**src/rtl/slru_pkg.sv**
```systemverilog
package slru_pkg;
  parameter int unsigned SLRU_WAYS_DEF  = 16;
  parameter int unsigned SLRU_PROMO_DEF = 5;
endpackage

```
**src/rtl/slru_victim_pick.sv**
```systemverilog
module slru_victim_pick #(
  parameter int unsigned WAYS = 16,
  localparam int unsigned POS_W = $clog2(WAYS)
) (
  input  logic [WAYS*POS_W-1:0] pos_flat,
  input  logic [WAYS-1:0]       ref_bits,
  input  logic [WAYS-1:0]       valid_bits,
  output logic [POS_W-1:0]      victim
);
  localparam logic [POS_W-1:0] LAST = POS_W'(WAYS-1);

  logic             inv_found, unref_found;
  logic [POS_W-1:0] inv_way, unref_way, unref_pos, lru_way;

  always_comb begin
    inv_found   = 1'b0;
    unref_found = 1'b0;
    inv_way     = '0;
    unref_way   = '0;
    unref_pos   = '0;
    lru_way     = '0;
    for (int i = 0; i < int'(WAYS); i++) begin
      if (!valid_bits[i] && !inv_found) begin
        inv_found = 1'b1;
        inv_way   = POS_W'(i);
      end
      if (!ref_bits[i] &&
          (!unref_found || pos_flat[i*POS_W +: POS_W] > unref_pos)) begin
        unref_found = 1'b1;
        unref_way   = POS_W'(i);
        unref_pos   = pos_flat[i*POS_W +: POS_W];
      end
      if (pos_flat[i*POS_W +: POS_W] == LAST) lru_way = POS_W'(i);
    end
    if (inv_found)        victim = inv_way;
    else if (unref_found) victim = unref_way;
    else                  victim = lru_way;
  end
endmodule

```
**src/rtl/slru_state.sv**
```systemverilog
module slru_state #(
  parameter int unsigned WAYS = 16,
  localparam int unsigned POS_W = $clog2(WAYS)
) (
  input  logic                  clk,
  input  logic                  rst_n,
  input  logic                  hit_valid,
  input  logic [POS_W-1:0]      hit_way,
  input  logic                  alloc_valid,
  input  logic                  promote,
  input  logic [POS_W-1:0]      victim,
  output logic [WAYS*POS_W-1:0] pos_flat,
  output logic [WAYS-1:0]       ref_q,
  output logic [WAYS-1:0]       valid_q
);
  localparam logic [POS_W-1:0] LAST = POS_W'(WAYS-1);

  logic [POS_W-1:0] pos_q [WAYS];
  logic [POS_W-1:0] pos_n [WAYS];
  logic [WAYS-1:0]  ref_n, valid_n;
  logic [POS_W-1:0] acc_way, acc_pos;
  logic             upd;

  always_comb begin
    acc_way = hit_valid ? hit_way : victim;
    acc_pos = pos_q[acc_way];
    upd     = hit_valid | alloc_valid;
    pos_n   = pos_q;
    ref_n   = ref_q;
    valid_n = valid_q;
    if (upd) begin
      for (int i = 0; i < int'(WAYS); i++) begin
        if (acc_way == POS_W'(i))       pos_n[i] = '0;
        else if (pos_q[i] < acc_pos)    pos_n[i] = pos_q[i] + 1'b1;
      end
    end
    if (hit_valid) begin
      ref_n[hit_way] = 1'b1;
    end else if (alloc_valid) begin
      for (int i = 0; i < int'(WAYS); i++) begin
        if (pos_q[i] == LAST) ref_n[i] = 1'b0;
      end
      ref_n[victim]   = promote;
      valid_n[victim] = 1'b1;
    end
  end

  always_ff @(posedge clk) begin
    if (!rst_n) begin
      for (int i = 0; i < int'(WAYS); i++) pos_q[i] <= POS_W'(i);
      ref_q   <= '0;
      valid_q <= '0;
    end else begin
      pos_q   <= pos_n;
      ref_q   <= ref_n;
      valid_q <= valid_n;
    end
  end

  for (genvar g = 0; g < int'(WAYS); g++) begin : g_flat
    assign pos_flat[g*POS_W +: POS_W] = pos_q[g];
  end

  logic [WAYS-1:0] occ;
  always_comb begin
    occ = '0;
    for (int i = 0; i < int'(WAYS); i++) occ[pos_q[i]] = 1'b1;
  end

  a_r10_perm: assert property (@(posedge clk) disable iff (!rst_n) &occ);
  a_r5_hit_mru: assert property (@(posedge clk) disable iff (!rst_n)
    hit_valid |=> pos_q[$past(hit_way)] == '0);
  a_r5_hit_ref: assert property (@(posedge clk) disable iff (!rst_n)
    hit_valid |=> ref_q[$past(hit_way)]);
  a_r6_fill: assert property (@(posedge clk) disable iff (!rst_n)
    (alloc_valid && !hit_valid) |=> valid_q[$past(victim)] && pos_q[$past(victim)] == '0);
  a_r7_promo: assert property (@(posedge clk) disable iff (!rst_n)
    (alloc_valid && !hit_valid) |=> ref_q[$past(victim)] == $past(promote));
  a_r9_hit_wins: assert property (@(posedge clk) disable iff (!rst_n)
    (alloc_valid && hit_valid) |=> valid_q == $past(valid_q));
endmodule

```
**src/rtl/slru_victim_sel.sv**
```systemverilog
module slru_victim_sel
  import slru_pkg::*;
#(
  parameter int unsigned WAYS       = SLRU_WAYS_DEF,
  parameter int unsigned PROMO_BITS = SLRU_PROMO_DEF,
  localparam int unsigned POS_W     = $clog2(WAYS)
) (
  input  logic                  clk,
  input  logic                  rst_n,
  input  logic                  hit_valid,
  input  logic [POS_W-1:0]      hit_way,
  input  logic                  alloc_valid,
  input  logic [PROMO_BITS-1:0] rnd_bits,
  output logic [POS_W-1:0]      victim_way,
  output logic [WAYS*POS_W-1:0] pos_flat,
  output logic [WAYS-1:0]       ref_bits,
  output logic [WAYS-1:0]       valid_bits
);
  localparam logic [POS_W-1:0] LAST = POS_W'(WAYS-1);

  logic promote;
  assign promote = ~|rnd_bits;

  slru_victim_pick #(.WAYS(WAYS)) u_pick (
    .pos_flat   (pos_flat),
    .ref_bits   (ref_bits),
    .valid_bits (valid_bits),
    .victim     (victim_way)
  );

  slru_state #(.WAYS(WAYS)) u_state (
    .clk         (clk),
    .rst_n       (rst_n),
    .hit_valid   (hit_valid),
    .hit_way     (hit_way),
    .alloc_valid (alloc_valid),
    .promote     (promote),
    .victim      (victim_way),
    .pos_flat    (pos_flat),
    .ref_q       (ref_bits),
    .valid_q     (valid_bits)
  );

  a_r2_invalid_first: assert property (@(posedge clk) disable iff (!rst_n)
    !(&valid_bits) |-> !valid_bits[victim_way]);
  a_r3_unref_first: assert property (@(posedge clk) disable iff (!rst_n)
    ((&valid_bits) && !(&ref_bits)) |-> !ref_bits[victim_way]);
  a_r4_global_lru: assert property (@(posedge clk) disable iff (!rst_n)
    ((&valid_bits) && (&ref_bits)) |-> pos_flat[victim_way*POS_W +: POS_W] == LAST);
endmodule

```
**config.mk**
```make
export PLATFORM = sky130hd
export DESIGN_NAME = slru_victim_sel
export DESIGN_NICKNAME = d
export VERILOG_FILES = /design/src/rtl/slru_pkg.sv /design/src/rtl/slru_victim_pick.sv /design/src/rtl/slru_state.sv /design/src/rtl/slru_victim_sel.sv
export SDC_FILE = /design/constraint.sdc
export NUM_CORES = 1
export LEC_CHECK = 0
export ABC_AREA = 1
export CAP_MARGIN = 40
export CORE_UTILIZATION = 30
export DETAILED_ROUTE_END_ITERATION = 12
export PLACE_DENSITY = 0.59
export SLEW_MARGIN = 20
export SYNTH_ARGS = -nofsm -noshare
export SYNTH_HDL_FRONTEND = slang
export SYNTH_SLANG_ARGS = --single-unit
```
**constraint.sdc**
```tcl
create_clock -name clk -period 20.4 [get_ports clk]
set_clock_uncertainty 0.1 [all_clocks]
set_input_delay 3.06 -clock clk [delete_from_list [all_inputs] [get_ports clk]]
set_output_delay 3.06 -clock clk [all_outputs]
set_load 0.02 [all_outputs]
```
; Yosys cells after proc, flatten, opt, wreduce, memory -nomap -nowiden
; Index checks and enable logic that the tools add are counted.
[word_totals]
reg_bits = 96
latch_bits = 0
ram_bits = 0
mem_bits_ro = 0
in_bits = 13
output_inout_bits = 100
wordCells = 433
mem_count = 0
[classes]
n_addsub = 16
multipliers = 0
n_div = 0
magnitude_cmp = 36
eq_ne = 31
shift = 0
muxes = 185
bitwise_logic = 5
reduce_logical = 142
[op_table]
columns = op, count
row1 = $mux 4, 76
row2 = $eq 4x4->1 const B, 24
row3 = $mux 1, 85
row4 = $add 4x1->4 const B, 16
row5 = $lt 4x4->1, 16
row6 = $gt 4x4->1, 15
row7 = $logic_not 1->1, 59
row8 = $mux 3, 12
row9 = $reduce_and 2->1, 17
row10 = $reduce_bool 2->1, 17
row11 = $logic_and 1x1->1, 32
row12 = $mux 16, 2
row13 = $or 16x16->16, 2
row14 = $bmux 4 s4, 1
row15 = $bwmux 16, 1
row16 = $eq 4x3->1 const B, 4
row17 = $logic_or 1x1->1, 15
row18 = $mux 2, 6
row19 = $lt 4x5->1 const B, 2
row20 = $demux 1 s4, 2
row21 = $eq 4x2->1 const B, 2
row22 = $ge 4x1->1 const B, 2
row23 = $ge 5x5->1 const B, 1
row24 = $not 4->5, 1
row25 = 5 further kinds, 5

; Longest topological paths before layout
; Gate-level depths: netlist of run 1.
[depth]
ltp_word = 71
ltp_mapped = 176
mapped_depth_nobuf = 170

; Cells and area by module
; A second synthesis of run 1 with hierarchy kept.
[hier_totals]
hier_cells = 1689
area_unflattened_um2 = 10311.1
[by_module_without_submodules]
columns = module, instances, cells_each, area_per_inst_um2, seq_area_each_um2
row1 = slru_state, 1, 1067, 6964.2, 1921.8
row2 = slru_victim_pick, 1, 615, 3320.7, 0.0
row3 = slru_victim_sel, 1, 7, 26.3, 0.0

; Least setup slack after synthesis of run 1
; No wires, ideal clock.
[synth_path]
kind = reg-to-output
from = reg u_state.pos_q (netlist bit u_state.pos_flat[2])
to = out victim_way[2]
t_arrival_ns = 16.090
required_time_ns = 17.240
slack_ns = 1.150
stages_incl_launch_ff = 154
path_buffers = 5
path_cell_list = dfxtp_1 clkbuf_1 inv_1 nor2_1 inv_1 ha_1 nand2_1 inv_2 nand2_1 nand2_1 nand2_1 nand2_1 nand2_2 o21ai_0 ha_1 inv_1 nor2_1 o21ai_1 [... 118 more ...] nor2_1 o211ai_1 a21boi_0 o21ai_1 o21ai_0 ha_1 inv_1 nor2_1 o211ai_1 a21boi_0 o21ai_0 nand3_1 inv_1 nand3_2 o22ai_1 nand2_1 nand2_2 inv_1
[synth_via]
elab_chain_len = 63
elab_cells_between_ends = 103
classes_between = order compare (15) / mux (44) / reduce/logical (44)
[synth_rtl]
columns = item, line_no
row1 = from (decl), slru_state.sv:18  ; logic [POS_W-1:0] pos_q [WAYS];
row2 = from (signal assigned), slru_state.sv:54  ; pos_q <= pos_n;
row3 = $mux 4 (*), slru_victim_pick.sv:27  ; if (!ref_bits[i] &&
row4 = $gt 4x4->1, slru_victim_pick.sv:28  ; (!unref_found || pos_flat[i*POS_W +: POS_W] > unref_pos)) begin
row5 = $logic_or 1x1->1, slru_victim_pick.sv:28
row6 = $logic_and 1x1->1, slru_victim_pick.sv:27
row7 = $mux 4 / $mux 1 (equally long branches), slru_victim_pick.sv:27
row8 = $gt 4x4->1 / $logic_not 1->1 (equally long branches), slru_victim_pick.sv:28
row9 = $logic_or 1x1->1, slru_victim_pick.sv:28
row10 = $logic_and 1x1->1, slru_victim_pick.sv:27
row11 = [... 47 more ...], n/a
row12 = $logic_and 1x1->1, slru_victim_pick.sv:27
row13 = $mux 4 / $mux 1 (equally long branches), slru_victim_pick.sv:27
row14 = $gt 4x4->1 / $logic_not 1->1 (equally long branches), slru_victim_pick.sv:28
row15 = $logic_or 1x1->1, slru_victim_pick.sv:28
row16 = $logic_and 1x1->1, slru_victim_pick.sv:27
row17 = $mux 4 / $mux 1 (equally long branches), slru_victim_pick.sv:27
row18 = $mux 4 (*), slru_victim_pick.sv:36  ; else if (unref_found) victim = unref_way;
row19 = $mux 4 (*), slru_victim_pick.sv:35  ; if (inv_found) victim = inv_way;
row20 = to (decl), slru_victim_sel.sv:14  ; output logic [POS_W-1:0] victim_way,
; Mark *: on every way between the ends. The rest lies on a longest branch, timed or not.

; Worst setup path after layout of run 1
[layout_path]
from = reg u_state.ref_q[0]
to = out victim_way[2]
[layout_via]
elab_chain_len = 63
elab_cells_between_ends = 104
classes_between = order compare (15) / mux (45) / reduce/logical (44)
[layout_rtl]
columns = item, line_no
row1 = from (decl), slru_state.sv:13  ; output logic [WAYS-1:0] ref_q,
row2 = from (signal assigned), slru_state.sv:55  ; ref_q <= ref_n;
row3 = $mux 4, slru_victim_pick.sv:27
row4 = $gt 4x4->1, slru_victim_pick.sv:28
row5 = $logic_or 1x1->1, slru_victim_pick.sv:28
row6 = $logic_and 1x1->1, slru_victim_pick.sv:27
row7 = $mux 4 / $mux 1 (equally long branches), slru_victim_pick.sv:27
row8 = $gt 4x4->1 / $logic_not 1->1 (equally long branches), slru_victim_pick.sv:28
row9 = $logic_or 1x1->1, slru_victim_pick.sv:28
row10 = $logic_and 1x1->1, slru_victim_pick.sv:27
row11 = [... 47 more ...], n/a
row12 = $logic_and 1x1->1, slru_victim_pick.sv:27
row13 = $mux 4 / $mux 1 (equally long branches), slru_victim_pick.sv:27
row14 = $gt 4x4->1 / $logic_not 1->1 (equally long branches), slru_victim_pick.sv:28
row15 = $logic_or 1x1->1, slru_victim_pick.sv:28
row16 = $logic_and 1x1->1, slru_victim_pick.sv:27
row17 = $mux 4 / $mux 1 (equally long branches), slru_victim_pick.sv:27
row18 = $mux 4 (*), slru_victim_pick.sv:36
row19 = $mux 4 (*), slru_victim_pick.sv:35
; Marked as above.

==> results of run 1 <==
[placed cells by master, fill, tap and decap left out, types with 7 or more instances in the layout]
master,count
sky130_fd_sc_hd__nand2_1,386
sky130_fd_sc_hd__nand3_1,194
sky130_fd_sc_hd__inv_1,184
sky130_fd_sc_hd__nor2_1,140
sky130_fd_sc_hd__clkdlybuf4s50_1,107
sky130_fd_sc_hd__ha_1,103
sky130_fd_sc_hd__buf_4,98
sky130_fd_sc_hd__dfxtp_1,94
sky130_fd_sc_hd__a21oi_1,75
sky130_fd_sc_hd__nand2_2,72
sky130_fd_sc_hd__o21ai_0,50
sky130_fd_sc_hd__nand2_4,37
sky130_fd_sc_hd__nand4_1,32
sky130_fd_sc_hd__inv_2,30
sky130_fd_sc_hd__o21ai_2,30
sky130_fd_sc_hd__a31oi_1,28
sky130_fd_sc_hd__o22ai_1,26
sky130_fd_sc_hd__o21ai_1,22
sky130_fd_sc_hd__or2_2,11
sky130_fd_sc_hd__ha_4,10
sky130_fd_sc_hd__o21bai_1,9
sky130_fd_sc_hd__clkbuf_16,9
sky130_fd_sc_hd__nand3b_1,8
sky130_fd_sc_hd__nor3_1,8
sky130_fd_sc_hd__xnor2_1,8
sky130_fd_sc_hd__xor2_1,8
sky130_fd_sc_hd__nor2_2,7
[worst min-delay path: stages, from the launching register on]
cell and delay (ns):
sky130_fd_sc_hd__dfxtp_1 0.33, sky130_fd_sc_hd__inv_1 0.07, sky130_fd_sc_hd__a21oi_1 0.06
[area by class of cell]
| class | count | area [sq um] | share of cell area [%] |
|---|---|---|---|
| well taps | 448 | 561 | 4.19 |
| clock inverters | 6 | 67.6 | 0.506 |
| inverters | 219 | 835 | 6.24 |
| repair buffers | 212 | 1890 | 14.1 |
| multi-input cells | 1315 | 7860 | 58.8 |
| clock buffers | 10 | 229 | 1.71 |
| flip-flops and latches | 96 | 1930 | 14.4 |
[layer usage]
metal,GRT usage (%),vias up,share of wire [%]
li1,-,5907,-
met1,25.6,5421,46
met2,31.8,324,46
met3,2.57,45,5.0
met4,6.87,0,2.7
met5,0,-,0
[what timing repair did]
| item | in CTS | in global routing |
|---|---|---|
| setup endpoints to repair | 64 | 68 |
| gates resized for setup | 35 | 175 |
| hold endpoints to repair | 0 | 0 |
| cloned | 0 | 6 |
| buffers inserted | 5 | 51 |
| hold buffers | 0 | 0 |
| pin swaps | 11 | 106 |
[state kept, by name, summed over array words and instances, names as in the netlist]
| signal | cells |
|---|---|
| u_state.valid_q | 16 |
| u_state.pos_flat | 64 |
| u_state.ref_q | 16 |
[cells by family (layout without fill, tap and decap cells)]
family | after synthesis | in the layout
DFF | 96 | 96
adders and majority gates | 116 | 116
AOI/OAI and AO/OA | 270 | 270
xor gates and xnor gates | 16 | 16
buffers and inverters | 271 | 447
and+or+nand+nor | 907 | 913
[per-stage QoR]
stage                     std cells  setup WS [ns]  area [sq um]  hold slack, ns  util (%)
after floorplan                1676           1.15         10300           0.460         -
after global placement         2226         -0.345         12000           0.384      35.7
after detailed placement       2227         -0.718         12000           0.386      35.7
after CTS                      2248         0.0254         12400           0.397      36.9
after global routing           2306          -1.26         13400           0.430      39.8
final                          2306          0.165         13400           0.401      39.8
[path summary, 6_finish.rpt]
kind / startpoint / to / slack (ns) / depth (start not counted)
min reg2reg: u_state.valid_q[1]$_SDFFE_PN0P_ / u_state.valid_q[1]$_SDFFE_PN0P_ / 0.40 / 2
max: u_state.ref_q[0]$_SDFFE_PN0P_ / victim_way[2] / 0.17 / 148
max reg2reg: u_state.ref_q[0]$_SDFFE_PN0P_ / u_state.pos_flat[61]$_SDFFE_PN1P_ / 1.27 / 162
min: u_state.valid_q[1]$_SDFFE_PN0P_ / u_state.valid_q[1]$_SDFFE_PN0P_ / 0.40 / 2
==> reports/results.md, run 1 <==
| Metric | This run | Unit |
| --- | --- | --- |
| Result of the run | finished clean | - |
| Buffers and inverters on the worst path | 16 | - |
| Vias per Instance | 5.07 | - |
| Share of synthesized cell area in and, or, nand and nor gates | 40.4 | % |
| CTS HTree Levels | 3 | - |
| Library cells used by synthesis | 43 | - |
| Slew headroom | 51.2 | % |
| Die Span X | 187 | um |
| Portion of synthesized cell area occupied by the leading cell type | 18.7 | % |
| Most used flip-flop cell after synthesis | sky130_fd_sc_hd__dfxtp_1 | - |
| Capturing element type of the critical path | output port | - |
| Type of the worst setup path | flip-flop to output port | - |
| Mapped Cells | 1,676 | - |
| Post-route ant nets | 0 | - |
| Total grt overflow | 0 | - |
| # IOs | 113 | - |
| Die Span Y | 187 | um |
| Clock Sink Count | 96 | - |
| Antenna violations before repair | 0 | - |
| Starting density of the core | 30.5 | % |
| Post-detail-place hpwl | 26,300 | um |
| Period utilisation layout | 99.2 | % |
| Post-Route Setup TNS | 0 | ns |
| Routed length per placed instance | 15.3 | um |
| Data arrival time of the critical path | 17.07 | ns |
| Total number of placement rows | 67 | - |
| Upper clock frequency limit | 49.4 | MHz |
| Count of endpoints failing hold in the final timing report | 0 | - |
| CTS clock-pin slew for the worst setup and hold paths | 0.08 | ns |
| Max Fanout on Critical Path | 8 | - |
| Max Slew Vio Count | 0 | - |
| Register bit count reported by yosys | 96 | - |
| Worst path most repeated cell | sky130_fd_sc_hd__nand2_1 | - |
| Post-synth top area cell | sky130_fd_sc_hd__dfxtp_1 | - |
| Aggregate routed wire length | 35,400 | um |
| Multiplexer share of the synthesized area | 0 | % |
| Largest net degree at the start of global routing | 73 | - |
| Ant. Diodes | 0 | - |
| Layout area overhead | 30.3 | % |
| Synth Warn # | 0 | - |
| Ratio of cells with drive above 1 in the final layout | 19.1 | % |
| Slew at the pin closest to its max-slew limit | 0.731 | ns |
| Leading cell types by count after synthesis | 420 x sky130_fd_sc_hd__nand2_1, 199 x sky130_fd_sc_hd__nand3_1, 196 x sky130_fd_sc_hd__inv_1, 142 x sky130_fd_sc_hd__nor2_1, 116 x sky130_fd_sc_hd__ha_1 | - |
| Port-buffer cells | 112 | - |
| Slowest library cell on the worst path | sky130_fd_sc_hd__dfxtp_4 | - |
| Path type of the worst min-delay path | flip-flop to flip-flop | - |
| All-layer global routing usage | 19.3 | % |
| Share of synthesized area occupied by flip-flops and latches | 18.7 | % |
| Critical Path Source Type | flip-flop | - |
| TritonRoute pass-1 iters | 5 | - |
| Post-synthesis instance area | 10,300 | sq um |
| Most frequently used cell type in the post-synthesis netlist | sky130_fd_sc_hd__nand2_1 | - |
| Net count after synthesis | 1,805 | - |
| Clock tree from TritonCTS | yes | - |
| Critical path's top delay family | simple AND/OR/NAND/NOR gates | - |
| Core area | 33,600 | sq um |
| Iteration-0 DRC count of the detailed router | 760 | - |
| Maximum clock path buffer count | 2 | - |
| Total vias in the final route | 11,700 | - |
| Mean cell area of the mapped netlist | 6.12 | sq um |
| Wire length of the first global-routing pass | 54,900 | um |
| Synth async-reset ratio | 0 | % |
| Number of endpoints failing setup at the final stage | 0 | - |
| Max-cap violations | 0 | - |
| Adder-Cell Fraction of Synth Area | 14.1 | % |
| Post-synthesis compound-gate area fraction | 14.8 | % |
| Dominant combinational cell family by area after synthesis | simple AND/OR/NAND/NOR gates | - |
| Post-synth EDFFs | 0 | - |
| Crit path time final | 20.23 | ns |
| Placer Congestion | 0.891 | - |
| Vias in the first global route | 10,500 | - |
| Count of fill cells added during filler insertion | 3,496 | - |
| # DRC | 0 | - |
| NumNets Final | 1,982 | - |
| Largest cells by area after synthesis | sky130_fd_sc_hd__dfxtp_1 19%, sky130_fd_sc_hd__nand2_1 15%, sky130_fd_sc_hd__ha_1 14% | - |
| Largest incremental delay on the critical path | 0.38 | ns |
| Setup repair after global routing missed its margin | yes | - |
| Xor and xnor fraction of the mapped netlist area | 1.37 | % |
| Clock latency on the worst-skew pair | 0.37 | ns |
| Full die area | 34,900 | sq um |
| Number of buffers inserted during clock tree synthesis | 9 | - |
| WP data required | 17.24 | ns |
| Clock root cell | sky130_fd_sc_hd__clkbuf_16 | - |
Power of run 1 is left out: the tool's default activity adds up to more than one toggle a clock period on the data nets, which glitch-free logic cannot reach.
==> run 2: changes to the inputs <==
==> constraint.sdc (replaced) <==
create_clock -name clk -period 20.4 [get_ports clk]
set_clock_uncertainty 0.1 [all_clocks]
set_input_delay 3.06 -clock clk [delete_from_list [all_inputs] [get_ports clk]]
set_output_delay 3.06 -clock clk [all_outputs]
set_load 0.01 [all_outputs]
==> run 2 against run 1 <==
Against the previous run:
- non-clock buffer count fell by 1
- via count is 0.91% higher
- cell count about the same
- die area stayed put
- worst setup slack lost 0.12 ns
- worst hold slack got worse by 0.0055 ns
- maximum frequency decreased by 0.57%
- critical path depth up 4
- wire length up 1.6%
- register-to-register slack lost 0.39 ns
- critical path type unchanged
- largest cell class unchanged
==> reports/results.md, run 2 (synthesis results as in run 1) <==
| Metric | This run | Unit | Change |
| --- | --- | --- | --- |
| TritonRoute pass-1 iters | 5 | - | unchanged |
| Most common library cell in the layout ignoring fill and taps | sky130_fd_sc_hd__nand2_1 | - |  |
| Port-buffer cells | 112 | - | unchanged |
| Capturing element type of the critical path | output port | - |  |
| Iteration-0 DRC count of the detailed router | 619 | - | -19% |
| Antenna violations before repair | 0 | - | unchanged |
| Die Span Y | 187 | um | unchanged |
| Commonest non-fill, non-tap cells in the layout | 368 x sky130_fd_sc_hd__nand2_1, 194 x sky130_fd_sc_hd__nand3_1, 177 x sky130_fd_sc_hd__inv_1 | - |  |
| Routed length per placed instance | 15.6 | um | +1.6% |
| WHS Path Cells | 2 | - | unchanged |
| Layout area overhead | 32.9 | % |  |
| Ratio of cells with drive above 1 in the final layout | 21.2 | % | +2.1 points |
| Core area | 33,600 | sq um | unchanged |
| Period utilisation layout | 99.8 | % | +0.57 points |
| Type of the worst setup path | flip-flop to output port | - |  |
| Total vias in the final route | 11,800 | - | +0.91% |
| Max Slew Vio Count | 0 | - | unchanged |
| Clock root cell | sky130_fd_sc_hd__clkbuf_16 | - |  |
| Die Span X | 187 | um | unchanged |
| Post-detail-place hpwl | 26,600 | um | +1.3% |
| Largest incremental delay on the critical path | 0.38 | ns | about the same |
| Wire length of the first global-routing pass | 55,100 | um | +0.42% |
| Total number of placement rows | 67 | - | unchanged |
| Flip-flop count of the largest register after layout | 64 | - | unchanged |
| # IOs | 113 | - | unchanged |
| All-layer global routing usage | 19.4 | % | +0.14 points |
| CTS HTree Levels | 3 | - | unchanged |
| Worst path most repeated cell | sky130_fd_sc_hd__nand2_1 | - |  |
| Data arrival time of the critical path | 17.19 | ns | +0.12 ns |
| Aggregate routed wire length | 36,000 | um | +1.6% |
| Clock latency on the worst-skew pair | 0.38 | ns | about the same |
| Number of buffers inserted during clock tree synthesis | 9 | - | unchanged |
| Slew headroom | 51.8 | % | +0.57 points |
| Vias per Instance | 5.12 | - | +0.96% |
| Ant. Diodes | 0 | - | unchanged |
| NumNets Final | 1,981 | - | -0.050% |
| Upper clock frequency limit | 49.1 | MHz | -0.57% |
| Path type of the worst min-delay path | flip-flop to flip-flop | - |  |
| Full die area | 34,900 | sq um | unchanged |
| Max Fanout on Critical Path | 8 | - | unchanged |
| CTS clock-pin slew for the worst setup and hold paths | 0.08 | ns | about the same |
| Total grt overflow | 0 | - | unchanged |
| Placed instance area | 12,000 | sq um | -0.31% |
| Number of endpoints failing setup at the final stage | 0 | - | unchanged |
| Largest net degree at the start of global routing | 73 | - | unchanged |
| Clock Sink Count | 96 | - | unchanged |
| WP data required | 17.24 | ns | about the same |
| Vias in the first global route | 10,600 | - | +1.7% |
| Maximum clock path buffer count | 2 | - | unchanged |
| Post-route ant nets | 0 | - | unchanged |
| Slowest library cell on the worst path | sky130_fd_sc_hd__dfxtp_4 | - |  |
| Clock tree from TritonCTS | yes | - |  |
| Max-cap violations | 0 | - | unchanged |
| Count of endpoints failing hold in the final timing report | 0 | - | unchanged |
| Starting density of the core | 30.5 | % | unchanged |
| Slew at the pin closest to its max-slew limit | 0.723 | ns | -0.00854 ns |
| Crit path time final | 20.35 | ns | +0.116 ns |
| Final design area excluding fillers | 13,600 | sq um | +2.0% |
| # DRC | 0 | - | unchanged |
| Placer Congestion | 0.917 | - | +2.9% |
| Setup repair after global routing missed its margin | yes | - |  |
| Critical Path Source Type | flip-flop | - |  |
| Hold buffer count at CTS | 0 | - | unchanged |
| Result of the run | finished clean | - |  |
| Worst Reg-to-Reg Cells | 165 | - | +1.9% |
==> run 2: cell count changes in the layout (fill, tap and decap cells not counted), moves of 5 or more <==
cell                      before  now
sky130_fd_sc_hd__nand2_1     386  368
sky130_fd_sc_hd__nand2_2      72   88
sky130_fd_sc_hd__ha_1        103   94
sky130_fd_sc_hd__ha_4         10   19
sky130_fd_sc_hd__inv_1       184  177
sky130_fd_sc_hd__inv_2        30   36
sky130_fd_sc_hd__o21ai_4       4   10
sky130_fd_sc_hd__o21ai_1      22   17
==> run 2: worst max-delay path: cells and delay by family (launching register included) <==
family                   cells  cell delay (ns)
flip-flops                   1             0.38
AND/OR/NAND/NOR             82             7.10
adder cells (fa/ha/maj)     15             4.13
buffers and inverters       22             1.44
AO/OA/AOI/OAI               33             3.75
==> run 2: metal layers <==
layer	global-route usage (%)	up-vias	share of wire (%)
li1	-	5909	-
met1	25.2	5488	45
met2	32.2	333	47
met3	2.50	74	4.8
met4	8.32	0	3.7
met5	0	-	0
==> run 2: area by class of cell <==
class                           count  area [sq um]
Timing Repair Buffer              211          1890
Inverter                          219           837
Fill cell                        3488         20000
Multi-Input combinational cell   1315          8100
Clock buffer                       10           229
Sequential cell                    96          1930
Clock inverter                      6          92.6
Tap cell                          448           561
==> run 2: worst paths after layout <==
path | start | endpoint | slack, ns
worst max register to register | u_state.ref_q[0]$_SDFFE_PN0P_ | u_state.pos_flat[62]$_SDFFE_PN1P_ | 0.88
worst min-delay path | u_state.valid_q[1]$_SDFFE_PN0P_ | u_state.valid_q[1]$_SDFFE_PN0P_ | 0.40
worst max-delay path | u_state.ref_q[0]$_SDFFE_PN0P_ | victim_way[2] | 0.05
worst min register to register | u_state.valid_q[1]$_SDFFE_PN0P_ | u_state.valid_q[1]$_SDFFE_PN0P_ | 0.40
==> run 2: timing repair <==
| item | in CTS | in global routing |
|---|---|---|
| pin swaps | 14 | 110 |
| gates resized for setup | 43 | 210 |
| setup endpoints to repair | 68 | 68 |
| cloned | 0 | 6 |
| setup buffers | 4 | 58 |
==> run 2: metrics by stage <==
stage / setup TNS [ns] / instances / setup slack [ns] / util, % / hold WS [ns]
after global routing: -25.51 / 2305 / -1.03 / 40.6 / 0.417
after detailed placement: -15.18 / 2221 / -0.885 / 35.6 / 0.383
after global placement: -1.32 / 2219 / -0.418 / 35.5 / 0.381
final: 0 / 2305 / 0.0495 / 40.6 / 0.396
after floorplan: 0 / 1676 / 1.31 / - / 0.407
after CTS: 0 / 2241 / 0.0164 / 36.8 / 0.394
Power of run 2 is left out for the same reason.
